## src/rtl/undo_redo_log.sv

```systemverilog
module undo_redo_log #(
  parameter int AW        = 32,
  parameter int DW        = 64,
  parameter int TXW       = 8,
  parameter int DEPTH     = 8,
  parameter int PW        = 64,
  parameter int LOG_SLOTS = 1024,
  parameter logic [PW-1:0] LOG_BASE = '0,
  parameter logic [AW-1:0] PBASE    = '0,
  parameter logic [AW-1:0] PSIZE    = 4096,
  localparam int RW = TXW + AW + 2*DW
) (
  input  logic          clk,
  input  logic          rst_n,
  input  logic          st_valid,
  input  logic [AW-1:0] st_addr,
  input  logic [DW-1:0] st_old,
  input  logic [DW-1:0] st_new,
  output logic          stall,
  input  logic          tx_begin,
  input  logic          tx_commit,
  output logic          commit_ack,
  output logic [TXW-1:0] txid,
  output logic          mem_req_valid,
  input  logic          mem_req_ready,
  output logic [PW-1:0] mem_req_addr,
  output logic [RW-1:0] mem_req_data,
  input  logic          trim
);
  localparam int IW = $clog2(DEPTH);
  localparam int CW = $clog2(DEPTH + 1);
  localparam logic [CW-1:0] FULLC = CW'(DEPTH);
  localparam logic [PW-1:0] LAST  = PW'(LOG_SLOTS - 1);
  localparam logic [AW:0] P_LO = {1'b0, PBASE};
  localparam logic [AW:0] P_HI = {1'b0, PBASE} + {1'b0, PSIZE};

  logic [RW-1:0]  buf_q [DEPTH];
  logic [IW-1:0]  wr_q, rd_q;
  logic [CW-1:0]  cnt_q, cnt_nx;
  logic           flush_q, cpend_q;
  logic [PW-1:0]  head_q, tail_q, head_nx, tail_nx;
  logic [TXW-1:0] txid_q;

  logic pers, full, push, pop, log_full, log_empty;

  assign pers      = ({1'b0, st_addr} >= P_LO) && ({1'b0, st_addr} < P_HI);
  assign full      = (cnt_q == FULLC);
  assign stall     = st_valid & pers & (full | cpend_q);
  assign push      = st_valid & pers & ~full & ~cpend_q;

  assign tail_nx   = (tail_q == LAST) ? '0 : tail_q + 1'b1;
  assign head_nx   = (head_q == LAST) ? '0 : head_q + 1'b1;
  assign log_full  = (tail_nx == head_q);
  assign log_empty = (tail_q == head_q);

  assign mem_req_valid = (flush_q | cpend_q) & (cnt_q != '0) & ~log_full;
  assign mem_req_data  = buf_q[rd_q];
  assign mem_req_addr  = LOG_BASE + tail_q;
  assign pop           = mem_req_valid & mem_req_ready;

  assign commit_ack = cpend_q & (cnt_q == '0);
  assign txid       = txid_q;
  assign cnt_nx     = cnt_q + CW'(push) - CW'(pop);

  always_ff @(posedge clk) begin
    if (push) buf_q[wr_q] <= {txid_q, st_addr, st_old, st_new};
  end

  always_ff @(posedge clk) begin
    if (!rst_n) begin
      wr_q    <= '0;
      rd_q    <= '0;
      cnt_q   <= '0;
      flush_q <= 1'b0;
      cpend_q <= 1'b0;
      head_q  <= '0;
      tail_q  <= '0;
      txid_q  <= '0;
    end else begin
      if (push) wr_q <= wr_q + 1'b1;
      if (pop) begin
        rd_q   <= rd_q + 1'b1;
        tail_q <= tail_nx;
      end
      if (trim && !log_empty) head_q <= head_nx;
      cnt_q <= cnt_nx;
      if (tx_begin) txid_q <= txid_q + 1'b1;
      cpend_q <= tx_commit | (cpend_q & ~commit_ack);
      if (cnt_nx == FULLC)    flush_q <= 1'b1;
      else if (cnt_nx == '0)  flush_q <= 1'b0;
    end
  end
endmodule

```

## config.mk

```make
export PLATFORM = sky130hd
export DESIGN_NAME = undo_redo_log
export DESIGN_NICKNAME = d
export VERILOG_FILES = /design/src/rtl/undo_redo_log.sv
export SDC_FILE = /design/constraint.sdc
export NUM_CORES = 1
export LEC_CHECK = 0
export ABC_CLOCK_PERIOD_IN_PS = 38600
export BUFFER_PORTS_ARGS = -buffer_cell sky130_fd_sc_hd__buf_2
export CAP_MARGIN = 20
export CELL_PAD_IN_SITES_DETAIL_PLACEMENT = 1
export CELL_PAD_IN_SITES_GLOBAL_PLACEMENT = 1
export CORE_AREA = 2 2 432 263
export DETAILED_ROUTE_END_ITERATION = 12
export DIE_AREA = 0 0 434 265
export GPL_TIMING_DRIVEN = 0
export PLACE_DENSITY_LB_ADDON = 0.25
export SLEW_MARGIN = 30
export SYNTH_ARGS = -nofsm -noshare
export SYNTH_HDL_FRONTEND = slang
export SYNTH_SLANG_ARGS = --single-unit
```

## constraint.sdc

```tcl
create_clock -name clk -period 38.6 [get_ports clk]
set_input_delay 7.72 -clock clk [delete_from_list [all_inputs] [get_ports clk]]
set_output_delay 7.72 -clock clk [all_outputs]
set_load 0.03 [all_outputs]
```

==> out/results.md <==
- 1495 — flip-flop and latch count after synthesis
- 60600 sq um — cell area after technology mapping
- 0 — number of setup buffers added after CTS
- 30.88 ns — critical path required time
- edfxtp_1 — most frequent cell after synthesis
- 0 — number of setup violations in the final report
- clkbuf_16 — CTS root buf
- 21.73 ns — Placement Setup Slack
- 115000 sq um — die footprint
- 0.07 ns — clock-pin slew of the registers on the worst-case setup and hold paths
- 43400 sq um — area occupied by registers
- 43 — number of antenna violations at the first check in global routing
- 0 — count of maximum capacitance violations
- 9777 — fill cell total of the finished layout
- 18.3 sq um — average size of a mapped cell
- 0 — synth warn
- 71200 sq um — summed area of non-filler cells in the final layout
- 59.0 MHz — Max Freq
- edfxtp_1 — Main synth FF type
- 0.546 — Starting Density
- 0.332 — All-Layer GR Usage
- 3.54 mW — Final Total Pwr
- 3319 — instance count of the mapped netlist
- 0.244 — Max-Slew Margin vs Limit
- 4 — htree depth
- 0.439 — final critical-path share of the clock period
- 0 — number of pins exceeding their max-slew limit in the final report
- in -> out — Crit Path Class
- 410 — ports placed on the boundary
- 49.7 nW/um^2 — ratio of total power to cell area
- yes — TritonCTS clock tree
- 9 — Worst Path Max Fanout
- 0 — antenna viol nets, final
- 6 — drt pass-1 iters
- edfxtp_1 (67%), mux4_2 (12%), dfxtp_1 (5.0%) — leading post-synthesis cells by cell area
- 0 ns — setup tns final
- 191000 microns — overall routed net length
- 0.339 — ratio of cells with drive above 1 in the final layout
- 265 microns — Die Span Y
- 72 — count of unique library cells instantiated by Yosys
- 406 — number of I/O port buffers
- 17.4% — layout overhead on the synthesized area
- 21.65 ns — final critical-path setup slack
- 0.641 — Final Util
- 16300 sq um — total area of multi-input combinational cells
- 1.01 — Placer Congestion
- 434 microns — Die X-Extent
- 133000 microns — dpl hpwl
- edfxtp_1 (1344), mux4_2 (336), mux2_2 (169) — commonest cells in the netlist
- 23.5 nW — static power due to leakage
- 66700 sq um — instance area at placement
- finished clean — result of the run
- no — unrepaired setup endpoints after global routing
- 37500 — number of global-route vias before repair
- 0 — cts-stage hold buffer count
- 0 — final hold violation count
- 136 — TritonCTS buffer count
- 33.4 microns — detailed-route wire length per cell
- 0 — overflow left after global routing
- 16.95 ns — shortest period the worst path allows
- 5434 — number of placed instances with taps included
- 272000 microns — wire length of the first global-routing pass
- 0 — fraction of registers with async set or reset after synthesis
- 5714 — final non-filler cell total
- 111000 sq um — core area
- 1495 — number of sinks driven by the clock tree
- edfxtp_1 — post-synthesis cell type with the largest combined area
- 0.0302 ns — Worst Skew
- reg -> reg — Hold Crit Class
- 0.666 — area share of the largest cell type after synthesis
- 3497 — syn_nets
- 0.502 ns — worst hold slack
- 0 — post-detailed-route DRC marker count
- 3 — maximum count of clock buffers along a single path
- output pin — kind of capture point of the worst setup path
- 0.716 — register area share after synthesis
- 6.40 — vias per cell
- 4247 — number of nets in the finished design
- 47.3 uV — peak supply drop
- 1.12 ns — measured slew at the worst slew-check pin
- 1344 — number of flops mapped to enable cells by yosys
- 4663 — starting DRC count in detailed routing
- 0 — count of cells resized by post-cts repair
- 9.23 ns — Critical Path AT
- 0.77 ns — clock latency on the worst-skew pair
- 95 — number of placement rows
- 36600 — routed vias
- 19 — pin count of the biggest net entering global routing
- input pin — startpoint type of the worst setup path
## final timing paths
kind	cells past startpoint	startpoint	to	slack, ns
worst max-delay path	5	st_addr[20]	stall	21.65
worst min-delay path	2	rd_q[1]	rd_q[1]	0.50
worst max register to register	21	tail_q[11]	flush_q	31.16
worst min register to register	2	rd_q[1]	rd_q[1]	0.50
## power breakdown
group,switching (mW),internal [mW],leakage (nW),total (mW)
clock network,0.610,0.732,2.10,1.34
registers,0.00401,1.76,13.3,1.77
logic,0.269,0.159,8.06,0.427
## registers in the layout, indices dropped and copies added, names as in the netlist, named ones only
name     count
wr_q         3
rd_q         3
buf_q     1344
cpend_q      1
flush_q      1
tail_q      64
cnt_q        4
head_q      64
txid         8
## layer usage
layer	GRT usage	up-vias	wire length (microns)
met2	0.497	1941	88100
met1	0.480	19300	78200
met5	0	-	133
li1	-	15000	-
met4	0.113	20	5860
met3	0.0837	321	18500
## cell type report
cell class                 instances  share of cell area
clock buffer                     167              0.0509
antenna                           34             0.00120
clock inverter                    79             0.00921
tap                             1503              0.0264
buffer                           225              0.0136
inverter                          30             0.00158
timing repair buffer             612              0.0581
multi-input combinational       1569               0.229
sequential                      1495               0.610
## kinds of logic after synthesis
kind of cell	after synthesis	share of synthesized area
AO/OA/AOI/OAI	224	0.0233
XOR/XNOR	160	0.0232
adder cells (fa/ha/maj)	11	0.00239
buffers and inverters	255	0.0170
flip-flops	1495	0.716
multiplexers	523	0.159
AND/OR/NAND/NOR	651	0.0592
## critical path: stages
cell and delay (ns):
buf_2 0.16, nor4b_1 0.45, nand2_1 0.17, nor4_1 0.41, buf_2 0.30
## layout by cell type (no fill, tap or decap), drive strengths merged, types with 39 or more instances in the layout
cell and count:
mux2 169, edfxtp 1344, xor2 99, or3 43
xnor2 61, mux4 336, nor4 79, clkinv 58
o21ai 55, nor2 112, nand2 119, buf 672
dfxtp 151, clkbuf 332, or4 39, nand4 57
a21oi 71, nand3 59
Power figures use the tool's default switching activity.
